[src/rtl/wdt_pkg.sv]
package wdt_pkg;
    localparam int RELOAD_W  = 8;
    localparam int CNT_W     = RELOAD_W + 1;
    localparam int OFS_RELOAD = 'h14;
    localparam int OFS_CTRL   = 'h1C;
    localparam int OFS_STATUS = 'h20;
    localparam int BIT_ENABLE = 0;
    localparam int BIT_TRIG   = 9;
    localparam int BIT_EXPIRE = 1;

    typedef struct packed {
        logic                en;
        logic [RELOAD_W-1:0] reload;
    } wdt_regs_t;

    typedef struct packed {
        logic [CNT_W-1:0] count;
        logic             expired;
    } wdt_cnt_t;
endpackage

[src/rtl/wdt_tick_gen.sv]
module wdt_tick_gen #(
    parameter int CYC_PER_TICK = 2_000_000
) (
    input  logic clk,
    input  logic rst_n,
    input  logic run,
    input  logic restart,
    output logic tick
);
    localparam int PW = (CYC_PER_TICK > 1) ? $clog2(CYC_PER_TICK) : 1;
    localparam logic [PW-1:0] LAST = PW'(CYC_PER_TICK - 1);

    logic [PW-1:0] presc_d, presc_q;

    always_comb begin
        tick    = run && !restart && (presc_q == LAST);
        presc_d = presc_q;
        if (restart || !run)
            presc_d = '0;
        else if (presc_q == LAST)
            presc_d = '0;
        else
            presc_d = presc_q + 1'b1;
    end

    always_ff @(posedge clk) begin
        if (!rst_n) presc_q <= '0;
        else        presc_q <= presc_d;
    end
endmodule

[src/rtl/wdt_down_counter.sv]
module wdt_down_counter
    import wdt_pkg::*;
(
    input  logic                clk,
    input  logic                rst_n,
    input  logic                load,
    input  logic [RELOAD_W-1:0] load_val,
    input  logic                clear,
    input  logic                tick,
    output logic [CNT_W-1:0]    count,
    output logic                expired
);
    wdt_cnt_t st_d, st_q;

    always_comb begin
        st_d = st_q;
        if (clear) begin
            st_d.count   = '0;
            st_d.expired = 1'b0;
        end else if (load) begin
            st_d.count   = CNT_W'(load_val) + 1'b1;
            st_d.expired = 1'b0;
        end else if (tick && st_q.count != '0) begin
            st_d.count = st_q.count - 1'b1;
            if (st_q.count == CNT_W'(1))
                st_d.expired = 1'b1;
        end
    end

    always_ff @(posedge clk) begin
        if (!rst_n) st_q <= '0;
        else        st_q <= st_d;
    end

    assign count   = st_q.count;
    assign expired = st_q.expired;
endmodule

[src/rtl/wdt_periph.sv]
module wdt_periph
    import wdt_pkg::*;
#(
    parameter int CLK_FREQ_HZ = 100_000_000,
    parameter int TICK_US     = 20_000,
    parameter int ADDR_W      = 8,
    parameter int DATA_W      = 32
) (
    input  logic              clk,
    input  logic              rst_n,
    input  logic              wr_en,
    input  logic [ADDR_W-1:0] wr_addr,
    input  logic [DATA_W-1:0] wr_data,
    input  logic [ADDR_W-1:0] rd_addr,
    output logic [DATA_W-1:0] rd_data,
    output logic              timeout_o
);
    localparam int CYC_PER_TICK = (CLK_FREQ_HZ / 1_000_000) * TICK_US;

    wdt_regs_t        regs_d, regs_q;
    logic             ctrl_wr, reload_wr;
    logic             restart, disarm, run, tick, expired;
    logic [CNT_W-1:0] cnt_val;
    logic             en_w;

    always_comb begin
        ctrl_wr   = wr_en && (wr_addr == ADDR_W'(OFS_CTRL));
        reload_wr = wr_en && (wr_addr == ADDR_W'(OFS_RELOAD));
        disarm    = ctrl_wr && !wr_data[BIT_ENABLE];
        // arm from disabled, or refresh while armed and not yet expired
        restart   = ctrl_wr && wr_data[BIT_ENABLE] &&
                    (!regs_q.en || (wr_data[BIT_TRIG] && !expired));
        run       = regs_q.en && !expired && !disarm;

        regs_d = regs_q;
        if (ctrl_wr)
            regs_d.en = wr_data[BIT_ENABLE];
        if (reload_wr)
            regs_d.reload = wr_data[RELOAD_W-1:0];
    end

    always_ff @(posedge clk) begin
        if (!rst_n) regs_q <= '0;
        else        regs_q <= regs_d;
    end

    wdt_tick_gen #(.CYC_PER_TICK(CYC_PER_TICK)) u_tick (
        .clk     (clk),
        .rst_n   (rst_n),
        .run     (run),
        .restart (restart),
        .tick    (tick)
    );

    wdt_down_counter u_cnt (
        .clk      (clk),
        .rst_n    (rst_n),
        .load     (restart),
        .load_val (regs_q.reload),
        .clear    (disarm),
        .tick     (tick),
        .count    (cnt_val),
        .expired  (expired)
    );

    always_comb begin
        rd_data = '0;
        if (rd_addr == ADDR_W'(OFS_RELOAD))
            rd_data[RELOAD_W-1:0] = regs_q.reload;
        else if (rd_addr == ADDR_W'(OFS_CTRL))
            rd_data[BIT_ENABLE] = regs_q.en;
        else if (rd_addr == ADDR_W'(OFS_STATUS)) begin
            rd_data[BIT_ENABLE] = regs_q.en;
            rd_data[BIT_EXPIRE] = expired;
        end
    end

    assign en_w      = regs_q.en;
    assign timeout_o = expired;
endmodule

[config.mk]
export PLATFORM = sky130hd
export DESIGN_NAME = wdt_periph
export DESIGN_NICKNAME = d
export VERILOG_FILES = /design/src/rtl/wdt_pkg.sv /design/src/rtl/wdt_tick_gen.sv /design/src/rtl/wdt_down_counter.sv /design/src/rtl/wdt_periph.sv
export SDC_FILE = /design/constraint.sdc
export NUM_CORES = 1
export LEC_CHECK = 0
export BUFFER_PORTS_ARGS = -buffer_cell sky130_fd_sc_hd__buf_4
export CORE_MARGIN = 3
export CORE_UTILIZATION = 47
export DETAILED_ROUTE_END_ITERATION = 10
export PLACE_DENSITY = 0.75
export SLEW_MARGIN = 20
export SYNTH_ARGS = -nofsm -noshare
export SYNTH_HDL_FRONTEND = slang
export SYNTH_HIERARCHICAL = 1
export SYNTH_SLANG_ARGS = --single-unit
[constraint.sdc]
create_clock -name clk -period 4.2 [get_ports clk]
set_clock_uncertainty 0.2 [all_clocks]
set_input_delay 0.84 -clock clk [delete_from_list [all_inputs] [get_ports clk]]
set_output_delay 0.84 -clock clk [all_outputs]
set_load 0.03 [all_outputs]
# Yosys cells after proc, flatten, opt, wreduce, memory -nomap -nowiden
# Index checks and enable logic that the tools add are counted.
# Widths: inputs -> output; s select.
# word_totals
register_bits	40
input_bits	51
out_inout_bits	33
wordCells	49
# op_classes
addsub	3
n_eq_ne	7
muxes	8
n_bitwise	1
n_reduce_logical	25
# ops
operator	n
$eq 8x5->1 const B	4
$add 21x1->21 const B	1
$eq 21x21->1 const B	1
$mux 10	2
$logic_and 1x1->1	11
$add 8x1->9 const B	1
$eq 9x1->1 const B	1
$reduce_bool 9->1	1
$sub 9x1->9 const B	1
$eq 8x6->1 const B	1
$logic_not 1->1	6
$mux 6	1
$reduce_or 3->1	2
$mux 2	2
$mux 1	3
$logic_or 1x1->1	2
$reduce_and 2->1	1
$reduce_bool 2->1	1
$reduce_or 2->1	1
$not 1->1	1

# Logic depth before layout (Yosys ltp)
# depth
depth_word	10
mapped_depth	9
mapped_depth_nobuf	9

# By module
# The synthesis kept the hierarchy.
# modules_own_cells
mod	n_inst	cells_per_inst	area_each_um2	seq_area_each_um2
wdt_tick_gen	1	114	980.9	420.4
wdt_down_counter	1	85	772.0	200.2
wdt_periph	1	88	720.7	180.2

# Worst setup path before layout
# No wires, ideal clock.
# synth_path
kind	reg-to-reg
startpoint	register u_tick.presc_q[12]
endpoint	register u_cnt.st_q, in the netlist u_cnt/count[4]
setup_ps	86
arrival_time_ps	2882
required_ps	3914
setup_slack_ps	1033
path_stages_with_launch	9
path_buffers	0
period_less_slack_ps	3167
path_cell_list	dfxtp_1 > or4b_2 > nor4_1 > nand3_1 > nor3b_1 > or4bb_2 > a211oi_1 > a211oi_1 > a211oi_1
# synth_via
elab_chain_cells	4
# synth_rtl
element	line	text
start, declared	wdt_tick_gen.sv:13	logic [PW-1:0] presc_d, presc_q;
start signal, assigned	wdt_tick_gen.sv:28	else presc_q <= presc_d;
$eq 21x21->1	wdt_tick_gen.sv:16	tick = run && !restart && (presc_q == LAST);
$logic_and 1x1->1	wdt_tick_gen.sv:16	
net tick	wdt_periph.sv:22	logic restart, disarm, run, tick, expired;
$logic_and 1x1->1	wdt_down_counter.sv:23	end else if (tick && st_q.count != '0) begin
$reduce_bool 2->1 (no source line)	n/a	
end signal, assigned	wdt_down_counter.sv:32	else st_q <= st_d;
end, declared	wdt_down_counter.sv:13	wdt_cnt_t st_d, st_q;
# The timed path passes the listed nets, and every way through them passes these cells.
# A chain may end at the register's enable or synchronous reset.

# Worst setup path in the final report
# layout_path
startpoint	register u_tick.presc_q[12]
endpoint	register u_cnt.st_q, in the netlist u_cnt/count[3]
# Same word-level chain as after synthesis.

==> results.txt <==
----------------------------------------------------
[Power and ir drop]
  Proportion of power drawn by flip-flops and latches ... 0.544
  Peak supply drop ... 0.0002247 V
  Cell Pwr Density ... 250.1 nW/µm²
  Clock network fraction of design power ... 0.370
  Gate power share ... 0.086
  Switching power summed over all nets ... 182.5 µW
  Internal cell power ... 514.7 µW
  Switching power share of the total ... 0.2617
  Overall power consumption ... 697.2 µW
  Pleak ... 0.0009591 µW

[Global routing]
  Number of global-route vias before repair ... 1908
  Overflow left after global routing ... 0
  Met1 usage ... 0.1928
  Overall global routing resource usage ... 0.1671
  Largest net degree at the start of global routing ... 22
  Met2 Usage GRT ... 0.2997
  GRT busiest layer ... met2
  Antenna violations before repair ... 0
  Global-route wire length before repair ... 8.466 mm
  Met3 track demand over resource ... 0.04472

[CTS]
  Root Driver ... sky130_fd_sc_hd__clkbuf_8
  Number of cells upsized or downsized after cts ... 0
  Total setup buffers inserted after CTS ... 0
  TritonCTS clock tree ... done
  Sink Count ... 40
  Worst-Skew Late Latency ... 0.30 ns
  Maximum count of clock buffers along a single path ... 2
  Inserted Clock Buffers ... 5
  CTS clk-pin slew, worst paths ... 0.08 ns
  H-Tree Level Count ... 2
  Hold_buf cts ... 0

[Worst setup path]
  Setup CP Type ... register to register
  CP bufs+invs ... 1
  FF-to-FF setup slack ... 0.94 ns
  Critical Path Source Type ... register
  Required @ worst endpoint ... 4.21 ns
  Slowest stage delay, CP ... 0.68 ns
  Highest-delay cell along the critical path ... sky130_fd_sc_hd__or4b_2
  Type of element capturing the critical path ... register
  Crit path DAT ... 3.28 ns
  Critical Path, Cell by Cell ... or4b_2 > nor4_1 > nand3_1 > nor3b_1 > buf_4 > or3b_1 > a2111oi_0 > nor3_1 > a211oi_1
  Critical-path maximum fanout ... 6
  Cell class contributing the biggest share of worst-path delay ... simple AND/OR/NAND/NOR gates

[STA]
  Count of final hold-check violations ... 0
  Upper clock frequency limit ... 306.3 MHz
  Crit path time final ... 3.265 ns
  Post-route worst hold slack ... 0.2710 ns
  Final Max Tran Viols ... 0
  Max_slew headroom ... 0.6282
  Worst setup slack after layout ... 0.9350 ns
  Total of endpoints with negative setup slack in the final report ... 0
  Unrepaired setup endpoints after global routing ... no
  Pin slew with the least headroom to its limit ... 0.5565 ns
  Post-route setup TNS ... 0 ns
  Share of the clock period used by the worst path ... 0.7774

[Route]
  Routed wire length per instance ... 12.69 µm
  Initial DRC count ... 56
  Total DRC errors in the routed layout ... 0
  Antenna viol nets, final ... 0
  Avg Vias per Cell ... 5.229
  Total number of vias ... 2034
  Sum of routed wire length over all layers ... 4.938 mm
  Number of iterations in the first detailed-routing pass ... 6

[Placement]
  Dpl ws ... 0.8790 ns
  HPWL reported at the end of detailed placement ... 3.624 mm
  GP Congestion ... 0.7876
  Port buffer count ... 36

[Synth]
  Top cells by area in the synthesized netlist ... sky130_fd_sc_hd__dfxtp_1 (32%), sky130_fd_sc_hd__buf_4 (7.6%), sky130_fd_sc_hd__xnor2_1 (5.0%)
  Most used DFF post-synth ... sky130_fd_sc_hd__dfxtp_1
  Synth Cell Area ... 2474 µm²
  Async set-or-reset flop fraction in the synthesized netlist ... 0
  Area share of the largest cell type after synthesis ... 0.3237
  Cell variety after synth ... 55
  Flip-flop and latch count after synthesis ... 40
  Largest area contributor in the synthesized netlist ... sky130_fd_sc_hd__dfxtp_1
  Part of the Yosys area used for sequential elements ... 0.3237
  Number of synthesized flops with an enable pin ... 0
  Synth Area per Inst ... 8.619 µm²
  Number of standard cells after synthesis ... 287
  Synthesis warning total ... 6

[Cells and area]
  Area Overhead vs Synth ... 12.70%
  Fraction of layout instances using a drive strength above 1 ... 0.2019
  Fill cell total of the finished layout ... 466
  Antenna diode count ... 0
  Core Util, Final ... 0.5676
  Net count reported at finish ... 377

[Die]
  Initial standard-cell utilization of the core ... 0.5037
  Die outline width ... 78.55 µm
  Ports ... 84
  Row count ... 25
  Die height ... 78.55 µm
  Die area ... 6169 µm²
  Area of the core region ... 4911 µm²

[Hold path]
  Hold WC Path Type ... register to register

[Flow run]
  Max-capacitance violation count ... 0

[Outcome]
  Run status ... complete, no violations

----------------------------------------------------
-- per-layer routing --
metal,routed length (µm),vias to the layer above,part of all wire
met5,0,-,0
met4,55,0,0.011
met3,181,6,0.037
met2,2543,29,0.51
met1,2157,955,0.44
li1,-,1044,-
-- sequential cells by signal, summed over array words and instances, names as in the netlist --
register	cells
en_w	1
u_tick/presc_q	21
regs_q	8
u_cnt/expired	1
u_cnt/count	9
-- path summary, 6_finish.rpt --
kind                           start           endpoint  cells past startpoint
setup / recovery  u_tick/presc_q[12]     u_cnt/count[3]                      9
hold / removal     u_tick/presc_q[0]  u_tick/presc_q[0]                      1
setup reg to reg  u_tick/presc_q[12]     u_cnt/count[3]                      9
hold reg to reg    u_tick/presc_q[0]  u_tick/presc_q[0]                      1
-- power by group through the flow --
| stage | clock network (µW) | logic, µW | registers [µW] |
|---|---|---|---|
| global route | 281 | 65.0 | 379 |
| finish | 258 | 60.2 | 379 |
| floorplan | 0 | 55.6 | 388 |
| detailed placement | 0 | 60.0 | 388 |
| CTS | 267 | 60.0 | 379 |
| global placement | 0 | 59.1 | 388 |
-- per-stage QoR --
stage	instances	instance area [µm²]
2_1_floorplan	310	2560
3_3_place_gp	381	2700
3_5_place_dp	381	2700
4_1_cts	389	2788
5_1_grt	389	2788
6_report	389	2788
-- placed cells by master (no fill, tap or decap), types with 5 or more instances in the layout --
| master | synthesis | routed |
|---|---|---|
| sky130_fd_sc_hd__or4_1 | 5 | 5 |
| sky130_fd_sc_hd__a21oi_1 | 9 | 9 |
| sky130_fd_sc_hd__ha_1 | 5 | 5 |
| sky130_fd_sc_hd__and2_1 | 8 | 8 |
| sky130_fd_sc_hd__inv_1 | 11 | 11 |
| sky130_fd_sc_hd__nand3_1 | 9 | 9 |
| sky130_fd_sc_hd__dfxtp_1 | 40 | 40 |
| sky130_fd_sc_hd__o21ai_0 | 5 | 5 |
| sky130_fd_sc_hd__nand2_1 | 27 | 27 |
| sky130_fd_sc_hd__buf_4 | 25 | 38 |
| sky130_fd_sc_hd__a211oi_1 | 9 | 9 |
| sky130_fd_sc_hd__clkbuf_8 | 0 | 5 |
| sky130_fd_sc_hd__nor2_1 | 18 | 18 |
| sky130_fd_sc_hd__nor3_1 | 9 | 9 |
| sky130_fd_sc_hd__mux2i_1 | 11 | 11 |
| sky130_fd_sc_hd__or3_1 | 6 | 6 |
| sky130_fd_sc_hd__nand4_1 | 6 | 6 |
| sky130_fd_sc_hd__conb_1 | 1 | 24 |
| sky130_fd_sc_hd__xnor2_1 | 14 | 14 |
-- final cells by class --
| type | count | area, µm² | share of cell area |
|---|---|---|---|
| clock inverters | 3 | 18.77 | 0.006733 |
| well taps | 67 | 83.83 | 0.03007 |
| multi-input cells | 225 | 1489 | 0.5341 |
| clock buffers | 5 | 68.82 | 0.02469 |
| repair buffers | 38 | 285.3 | 0.1023 |
| inverters | 11 | 41.29 | 0.01481 |
| flip-flops and latches | 40 | 800.8 | 0.2873 |
-- cells in the mapped netlist (2+ instances only) --
master                     instances
sky130_fd_sc_hd__a211oi_1          9
sky130_fd_sc_hd__a21oi_1           9
sky130_fd_sc_hd__a31oi_1           3
sky130_fd_sc_hd__and2_1            8
sky130_fd_sc_hd__and3_1            2
sky130_fd_sc_hd__and3b_1           2
sky130_fd_sc_hd__buf_2             4
sky130_fd_sc_hd__buf_4            25
sky130_fd_sc_hd__clkbuf_1          4
sky130_fd_sc_hd__dfxtp_1          40
sky130_fd_sc_hd__ha_1              5
sky130_fd_sc_hd__inv_1            11
sky130_fd_sc_hd__mux2i_1          11
sky130_fd_sc_hd__nand2_1          27
sky130_fd_sc_hd__nand2b_1          2
sky130_fd_sc_hd__nand3_1           9
sky130_fd_sc_hd__nand3b_1          4
sky130_fd_sc_hd__nand4_1           6
sky130_fd_sc_hd__nor2_1           18
sky130_fd_sc_hd__nor3_1            9
sky130_fd_sc_hd__nor3b_1           3
sky130_fd_sc_hd__nor4_1            4
sky130_fd_sc_hd__nor4b_1           2
sky130_fd_sc_hd__nor4bb_1          2
sky130_fd_sc_hd__o21a_1            2
sky130_fd_sc_hd__o21ai_0           5
sky130_fd_sc_hd__o31a_2            2
sky130_fd_sc_hd__o31ai_1           4
sky130_fd_sc_hd__or2_2             3
sky130_fd_sc_hd__or3_1             6
sky130_fd_sc_hd__or4_1             5
sky130_fd_sc_hd__or4_4             2
sky130_fd_sc_hd__xnor2_1          14
sky130_fd_sc_hd__xor2_1            4
-- cells by family after synthesis --
group | Yosys count | synth area share
adder cells (fa/ha/maj) | 5 | 0.02529
multiplexers | 11 | 0.04451
AO/OA/AOI/OAI | 44 | 0.1371
AND/OR/NAND/NOR | 123 | 0.2929
other | 1 | 0.001516
flip-flops | 40 | 0.3237
XOR/XNOR | 18 | 0.06373
buffers and inverters | 45 | 0.1113
Note: power is estimated with default switching activity, not from simulation.
